===== src/rtl/dbg_brk_pkg.sv =====
package dbg_brk_pkg;

  typedef enum logic [1:0] {
    ALN_END   = 2'b00,
    ALN_BEGIN = 2'b01,
    ALN_MID   = 2'b10,
    ALN_RSVD  = 2'b11
  } aln_e;

  typedef enum logic [1:0] {
    SQ_IDLE = 2'd0,
    SQ_WAIT = 2'd1,
    SQ_POST = 2'd2
  } sq_e;

endpackage


===== src/rtl/dbg_line_cnt.sv =====
module dbg_line_cnt #(
  parameter int DEPTH = 64,
  localparam int CW = $clog2(DEPTH + 1)
) (
  input  logic          clk,
  input  logic          rst_n,
  input  logic          clr,
  input  logic          inc,
  input  logic [CW-1:0] target,
  output logic          last
);

  logic [CW-1:0] count_q;
  logic [CW-1:0] count_d;
  logic          count_en;

  always_comb begin
    count_en = clr | inc;
    count_d  = clr ? '0 : count_q + CW'(1);
    last     = inc && !clr && (count_q == target - CW'(1));
  end

  always_ff @(posedge clk or negedge rst_n) begin
    if (!rst_n)        count_q <= '0;
    else if (count_en) count_q <= count_d;
  end

  // the line count never runs past the buffer depth
  a_r3_cnt_range: assert property (@(posedge clk) disable iff (!rst_n)
    count_q <= CW'(DEPTH));

endmodule


===== src/rtl/dbg_sess_fsm.sv =====
module dbg_sess_fsm
  import dbg_brk_pkg::*;
#(
  parameter int DEPTH      = 64,
  parameter int POST_LINES = 32,
  localparam int CW = $clog2(DEPTH + 1)
) (
  input  logic          clk,
  input  logic          rst_n,
  input  logic          arm_set,
  input  logic          arm_clr,
  input  aln_e          aln,
  input  logic          imm_brk,
  input  logic          trace_sel,
  input  logic          cmp_trig,
  input  logic          force_trig,
  input  logic          store_stb,
  input  logic          cnt_last,
  output logic          rec,
  output logic          cnt_inc,
  output logic          cnt_clr,
  output logic [CW-1:0] target,
  output logic          fire,
  output logic          done_now,
  output logic          armed
);

  sq_e  state_q, state_d;
  logic rsvd;
  logic trig_any;
  logic end_at_trig;

  always_comb begin
    rsvd        = (aln == ALN_RSVD);
    trig_any    = (cmp_trig | force_trig) & ~rsvd;
    end_at_trig = ~trace_sel | imm_brk | (aln == ALN_END);
    target      = (aln == ALN_MID) ? CW'(POST_LINES) : CW'(DEPTH);
    state_d     = state_q;
    rec         = 1'b0;
    cnt_inc     = 1'b0;
    cnt_clr     = (state_q != SQ_POST);
    fire        = 1'b0;
    done_now    = 1'b0;
    unique case (state_q)
      SQ_IDLE: begin
        fire = force_trig & ~rsvd;
        if (arm_set) state_d = SQ_WAIT;
      end
      SQ_WAIT: begin
        rec = trace_sel & (aln == ALN_END);
        if (arm_clr) begin
          state_d = SQ_IDLE;
        end else if (trig_any) begin
          if (end_at_trig) begin
            done_now = 1'b1;
            fire     = 1'b1;
            state_d  = SQ_IDLE;
          end else begin
            state_d  = SQ_POST;
          end
        end
      end
      SQ_POST: begin
        rec     = 1'b1;
        cnt_inc = store_stb;
        if (cnt_last) begin
          done_now = 1'b1;
          fire     = 1'b1;
          state_d  = SQ_IDLE;
        end else if (arm_clr) begin
          state_d  = SQ_IDLE;
        end
      end
      default: state_d = SQ_IDLE;
    endcase
  end

  always_ff @(posedge clk or negedge rst_n) begin
    if (!rst_n) state_q <= SQ_IDLE;
    else        state_q <= state_d;
  end

  assign armed = (state_q != SQ_IDLE);

  // late triggers cannot pull the sequencer out of post-trigger recording
  a_r10_post_holds: assert property (@(posedge clk) disable iff (!rst_n)
    (state_q == SQ_POST && !cnt_last && !arm_clr) |=> (state_q == SQ_POST));

  // a completing session always returns to the disarmed state
  a_r11_done_leaves: assert property (@(posedge clk) disable iff (!rst_n)
    done_now |=> (state_q == SQ_IDLE));

endmodule


===== src/rtl/dbg_brk_route.sv =====
module dbg_brk_route (
  input  logic clk,
  input  logic rst_n,
  input  logic fire,
  input  logic done_now,
  input  logic brk_en,
  input  logic route_bdm,
  input  logic bdm_active,
  input  logic bdm_trace,
  output logic brk_bdm,
  output logic brk_swi,
  output logic sess_done
);

  logic brk_ok;
  logic bdm_d, swi_d;

  always_comb begin
    brk_ok = fire & brk_en & ~bdm_active;
    bdm_d  = brk_ok & route_bdm & ~bdm_trace;
    swi_d  = brk_ok & ~route_bdm;
  end

  always_ff @(posedge clk or negedge rst_n) begin
    if (!rst_n) begin
      brk_bdm   <= 1'b0;
      brk_swi   <= 1'b0;
      sess_done <= 1'b0;
    end else begin
      brk_bdm   <= bdm_d;
      brk_swi   <= swi_d;
      sess_done <= done_now;
    end
  end

  // background-debug activity blocks every break request
  a_r8_bdm_blocks: assert property (@(posedge clk) disable iff (!rst_n)
    bdm_active |=> (!brk_bdm && !brk_swi));

  // a break never goes to both targets
  a_r9_one_target: assert property (@(posedge clk) disable iff (!rst_n)
    !(brk_bdm && brk_swi));

endmodule


===== src/rtl/dbg_brk_ctrl.sv =====
module dbg_brk_ctrl
  import dbg_brk_pkg::*;
#(
  parameter int DEPTH      = 64,
  parameter int POST_LINES = 32
) (
  input  logic       clk,
  input  logic       rst_n,
  input  logic       arm_set,
  input  logic       arm_clr,
  input  logic [1:0] aln_mode,
  input  logic       imm_brk,
  input  logic       brk_en,
  input  logic       route_bdm,
  input  logic       trace_sel,
  input  logic       cmp_trig,
  input  logic       force_trig,
  input  logic       store_stb,
  input  logic       bdm_active,
  input  logic       bdm_trace,
  output logic       trace_we,
  output logic       armed,
  output logic       sess_done,
  output logic       brk_bdm,
  output logic       brk_swi
);

  localparam int CW = $clog2(DEPTH + 1);

  logic          rec, cnt_inc, cnt_clr, cnt_last;
  logic          fire, done_now;
  logic [CW-1:0] target;

  dbg_sess_fsm #(.DEPTH(DEPTH), .POST_LINES(POST_LINES)) u_fsm (
    .clk        (clk),
    .rst_n      (rst_n),
    .arm_set    (arm_set),
    .arm_clr    (arm_clr),
    .aln        (aln_e'(aln_mode)),
    .imm_brk    (imm_brk),
    .trace_sel  (trace_sel),
    .cmp_trig   (cmp_trig),
    .force_trig (force_trig),
    .store_stb  (store_stb),
    .cnt_last   (cnt_last),
    .rec        (rec),
    .cnt_inc    (cnt_inc),
    .cnt_clr    (cnt_clr),
    .target     (target),
    .fire       (fire),
    .done_now   (done_now),
    .armed      (armed)
  );

  dbg_line_cnt #(.DEPTH(DEPTH)) u_cnt (
    .clk    (clk),
    .rst_n  (rst_n),
    .clr    (cnt_clr),
    .inc    (cnt_inc),
    .target (target),
    .last   (cnt_last)
  );

  dbg_brk_route u_route (
    .clk        (clk),
    .rst_n      (rst_n),
    .fire       (fire),
    .done_now   (done_now),
    .brk_en     (brk_en),
    .route_bdm  (route_bdm),
    .bdm_active (bdm_active),
    .bdm_trace  (bdm_trace),
    .brk_bdm    (brk_bdm),
    .brk_swi    (brk_swi),
    .sess_done  (sess_done)
  );

  assign trace_we = store_stb & rec;

  // completion leaves the unit disarmed while the done pulse is high
  a_r11_done_disarms: assert property (@(posedge clk) disable iff (!rst_n)
    sess_done |-> !armed);

  // the done pulse lasts a single cycle
  a_r11_done_single: assert property (@(posedge clk) disable iff (!rst_n)
    sess_done |=> !sess_done);

  // the reserved alignment never writes the trace buffer
  a_r5_rsvd_no_write: assert property (@(posedge clk) disable iff (!rst_n)
    (aln_mode == 2'b11 && $past(aln_mode) == 2'b11 && !$past(armed)) |-> !trace_we);

endmodule


===== config.mk =====
export PLATFORM = sky130hd
export DESIGN_NAME = dbg_brk_ctrl
export DESIGN_NICKNAME = d
export VERILOG_FILES = /design/src/rtl/dbg_brk_pkg.sv /design/src/rtl/dbg_line_cnt.sv /design/src/rtl/dbg_sess_fsm.sv /design/src/rtl/dbg_brk_route.sv /design/src/rtl/dbg_brk_ctrl.sv
export SDC_FILE = /design/constraint.sdc
export NUM_CORES = 1
export LEC_CHECK = 0
export BUFFER_PORTS_ARGS = -buffer_cell sky130_fd_sc_hd__buf_2
export CAP_MARGIN = 20
export CORE_UTILIZATION = 33
export DETAILED_ROUTE_END_ITERATION = 8
export PLACE_DENSITY = 0.61
export REMOVE_ABC_BUFFERS = 1
export SYNTH_ARGS = -nofsm -noshare
export SYNTH_HDL_FRONTEND = slang
export SYNTH_SLANG_ARGS = --single-unit

===== constraint.sdc =====
create_clock -name clk -period 1.3 [get_ports clk]
set_input_delay 0.195 -clock clk [delete_from_list [all_inputs] [get_ports clk]]
set_output_delay 0.195 -clock clk [all_outputs]
set_load 0.05 [all_outputs]

Yosys cells after proc, flatten, opt, wreduce, memory -nomap -nowiden --
Index checks and enable logic that the tools add are counted.
Word-level totals: register bits after elaboration 12, input port bits 15, logic and storage cells 58
Operators by class: add/sub/neg operators 2, equal/unequal tests 9, mux-type cells 17, bitwise logic cells 18, reduce and logical (&&, ||, !) cells 7
Operators with widths (count):
- $mux 7 | 2
- $mux 2 | 6
- $and 1x1->1 | 9
- $add 7x1->7 const B | 1
- $eq 7x7->1 | 1
- $sub 7x1->7 const B | 1
- $eq 2x2->1 const B | 3
- $pmux 2 s3 | 1
- $mux 1 | 5
- $not 1->1 | 5
- $logic_not 2->1 | 2
- $ne 2x2->1 const B | 2
- $or 1x1->1 | 4
- $pmux 1 s2 | 2
- $ne 3x2->1 const B | 1
- $ne 3x3->1 const B | 1
- $pmux 1 s3 | 1
- $reduce_and 3->1 | 1
- $eq 2x1->1 const B | 1
- $logic_and 1x1->1 | 2
- $reduce_bool 2->1 | 1
- $logic_not 1->1 | 1

Longest topological paths before layout --
depth in word-level cells 11, depth in mapped cells 6

Modules after synthesis --
A second synthesis with hierarchy kept.
Unflattened totals: cell total of the unflattened synthesis 110, area total of the unflattened synthesis 992.2 µm²
Modules (own cells, without submodules):
- dbg_line_cnt | instances 1, cells each 61, area an instance 553.0 µm²
- dbg_sess_fsm | instances 1, cells each 42, area an instance 321.6 µm²
- dbg_brk_route | instances 1, cells each 6, area an instance 111.4 µm²
- dbg_brk_ctrl | instances 1, cells each 1, area an instance 6.3 µm²

Worst setup path before layout --
OpenSTA, ideal clock, no wires.
path type register to output, start register u_fsm.state_q[0], end output port trace_we, arrival 1.417 ns, required time 1.105 ns, path slack -0.312 ns, cell stages (with the launch flop) 5, cells stage by stage dfrtp_1 -> inv_1 -> ha_1 -> a31oi_1 -> nor2_1
Between the ends: longest elaborated chain between the ends 3, elaborated cells between the ends (all ways) 4
Ends and longest elaborated chain:
- start, declared | line dbg_sess_fsm.sv:28 | sq_e state_q, state_d;
- start signal, assigned | line dbg_sess_fsm.sv:80 | else state_q <= state_d;
- $eq 2x2->1 / $eq 2x1->1 (equally long branches) | line dbg_sess_fsm.sv:44 | unique case (state_q)
- $pmux 1 s2 (*) | line dbg_sess_fsm.sv:44
- $and 1x1->1 (*) | line dbg_brk_ctrl.sv:78 | assign trace_we = store_stb & rec;
- end, declared | line dbg_brk_ctrl.sv:21 | output logic trace_we,
Mark *: on every way between the ends. The rest lies on a longest branch, timed or not.

Worst setup path after layout --
Ends and elaborated chain as after synthesis.

==> results.toml <==
[setup_path]
cp_slowest_stage_delay_ns = 0.42
rr_endpoint = "u_fsm.state_q[1]"
r2r_start = "u_fsm.state_q[0]"
critPathSlowestCell = "dfrtp_1"
path_class = "register to output port"
crit_chain = "buf_4 -> ha_4 -> buf_4 -> a31oi_4 -> nor2_2 -> buf_6"
setup.worst_path.start = "u_fsm.state_q[0]"
start_kind = "register"
end_kind = "output port"
critPathCapture = "trace_we"
crit_arrival_ns = 1.48
r2r_cells = 7
crit_top_cell = "buf_4"
reg2reg_setup_slack_ns = -0.32
cp_max_fo = 3
crit_required_ns = 1.11

[die]
die_area_sq_um = 2383
die_y_microns = 48.82
dieWidth_microns = 48.82
rows = 16
io_pins = 20
core_sq_um = 2002
initial_core_util = 0.3613

[timing]
period_share = 1.290
setup_ws_ns = -0.3775
worst_pin_slew_ns = 0.5405
report.final.slew_viol_count = 0
setup_viol = 7
rsz0062_at_grt = "yes"
max_freq_ghz = 0.5961
slew_headroom = 0.6359
finalCriticalPeriod_ns = 1.677
finalHoldViolations = 0
clock_skew_ns = 0.001039

[synthesis]
ys_warn_count = 0
async_reset_ff_frac = 1.000
synth-edff-count = 0
synth-seq-area-share = 0.4152
synth_cell_types = 26
synth_flop_cell = "dfrtp_1"
yosysTopAreaCell = "dfrtp_1"
ys_ff_latch = 12
synth_most_common_cell = "dfrtp_1"
synth_area_leaders = "dfrtp_1 42%, ha_1 8.7%, xnor2_1 4.8%, mux2i_1 4.2%, nand2_1 4.2%"
syn_avg_cell_area_sq_um = 10.79
synth_top_area_frac = 0.4152
syn_area_sq_um = 723.2
synthCells = 67
synth_top_cells_by_count = "12 x dfrtp_1, 8 x nand2_1, 5 x ha_1"

[routing]
finalWirelength_microns = 1944
antenna_left = 0
dr.pass1.iters = 3
vias = 673
drtIter0Drc = 3
drc = 0
wire_per_inst_microns = 13.99
viasPerCell = 4.842

[clocking]
cts_made_buffers = 3
htree_levels = 1
clock-sinks = 12
cts_root_buffer = "clkbuf_4"
clk_path_buf_depth = 2
cts.clk_slew.worst_paths_ns = 0.08
cts_tree = "built"
clk-insertion-delay-late_ns = 0.28

[finish]
antenna_cells = 0
final_util = 0.6094
fin_nets = 133
nFillCells = 165
seqCellArea_sq_um = 301.5
area_delta_synth_final_pct = 68.69
multi_input_area_sq_um = 534.3
drive_gt1_frac = 0.6071

[global_route]
antenna_found_initial = 0
grt_pass1_wl_microns = 3229
grt_pass1_vias = 680
grt_usage = 0.1881
grt_max_degree = 13
overflow = 0

[placement]
gp_congestion = 0.7920
io_buffers = 19
dp_hpwl_microns = 1200

[flow_run]
maxCapViolations = 0

[worst_hold_path]
hold_path.class = "primary input to register"

[power_and_ir_drop]
power_density_nw_per_um2 = 1220
total_power_uw = 1488
p_leak_uw = 0.0005725
peakVddDrop_v = 0.0005645

[outcome]
violations = "setup timing"
status = "finished with violations"
[timing repair]
item | 4_1_cts | 5_1_grt
gates cloned | 0 | 0
resized for setup | 28 | 10
pin swaps | 7 | 10
endpoints found under the hold margin | 12 | 0
hold buffers | 1 | 0
endpoints found under the setup margin | 8 | 9
setup buffers | 3 | 7
[cells in the final DEF, fill, tap and decap left out, types with 3 or more instances in the layout]
master,count
and2_1,4
buf_2,17
buf_4,19
buf_6,4
clkbuf_4,3
dfrtp_1,11
ha_4,4
mux2i_1,3
nand2_1,6
o21ai_0,3
xnor2_1,4
[registers in the layout (all words and copies together), names as in the netlist]
signal,cells
u_cnt.count_q,7
u_route.brk_bdm,1
u_route.sess_done,1
u_route.brk_swi,1
u_fsm.state_q,2
[worst min path at each step]
stage                     startpoint                to  slack (ns)  depth (start not counted)
after floorplan                rst_n  u_cnt.count_q[0]       -0.10                          0
after global routing       route_bdm   u_route.brk_swi        0.05                          2
after detailed placement       rst_n  u_cnt.count_q[2]        0.09                          1
after global placement         rst_n  u_cnt.count_q[2]        0.09                          1
final                      route_bdm   u_route.brk_swi        0.07                          2
after CTS                  route_bdm   u_route.brk_swi        0.07                          2
[cells by family (layout without fill, tap and decap cells)]
group | after synthesis | after routing | share of synthesized area
muxes | 3 | 3 | 0.04152
AOI/OAI and AO/OA | 9 | 9 | 0.09169
xor gates and xnor gates | 5 | 5 | 0.06055
adders and majority gates | 5 | 5 | 0.08651
DFF | 12 | 12 | 0.4152
buffers and inverters | 4 | 49 | 0.02595
and+or+nand+nor | 29 | 29 | 0.2786
[per-layer routing]
layer,up-vias,GRT usage,wire length (microns)
li1,321,-,-
met1,327,0.2270,874
met2,21,0.3009,961
met3,4,0.03115,63
met4,0,0.1373,45
met5,-,0,0
[where the power goes]
part,switching (uW),internal [uW],total [uW]
sequential,28.7,402,431
clock,135,170,305
combinational,383,369,752
[area by class of cell]
class,count,area share
timing repair buffer,42,0.2441
tap,27,0.02769
multi-input combinational,51,0.4379
sequential,12,0.2472
inverter,3,0.01333
clock buffer,4,0.02974
[critical path, delay by kind of cell (launching register included)]
| kind | cells | cell delay [ns] |
|---|---|---|
| AO/OA/AOI/OAI | 1 | 0.13 |
| adder cells (fa/ha/maj) | 1 | 0.15 |
| buffers and inverters | 3 | 0.44 |
| flip-flops | 1 | 0.42 |
| AND/OR/NAND/NOR | 1 | 0.07 |
[through the flow]
step | hold WS [ns] | TNS, ns | setup slack [ns] | area, sq um | std cells
2_1_floorplan | -0.1006 | -0.8413 | -0.3123 | 715.7 | 66
3_3_place_gp | 0.09120 | -0.9529 | -0.2172 | 942.2 | 125
3_5_place_dp | 0.09451 | -1.062 | -0.2146 | 942.2 | 125
4_1_cts | 0.06723 | -1.370 | -0.3496 | 1137 | 133
5_1_grt | 0.05457 | -2.246 | -0.4281 | 1220 | 139
6_report | 0.07497 | -1.740 | -0.3775 | 1220 | 139
No activity file was read; power rests on OpenSTA's default activity.
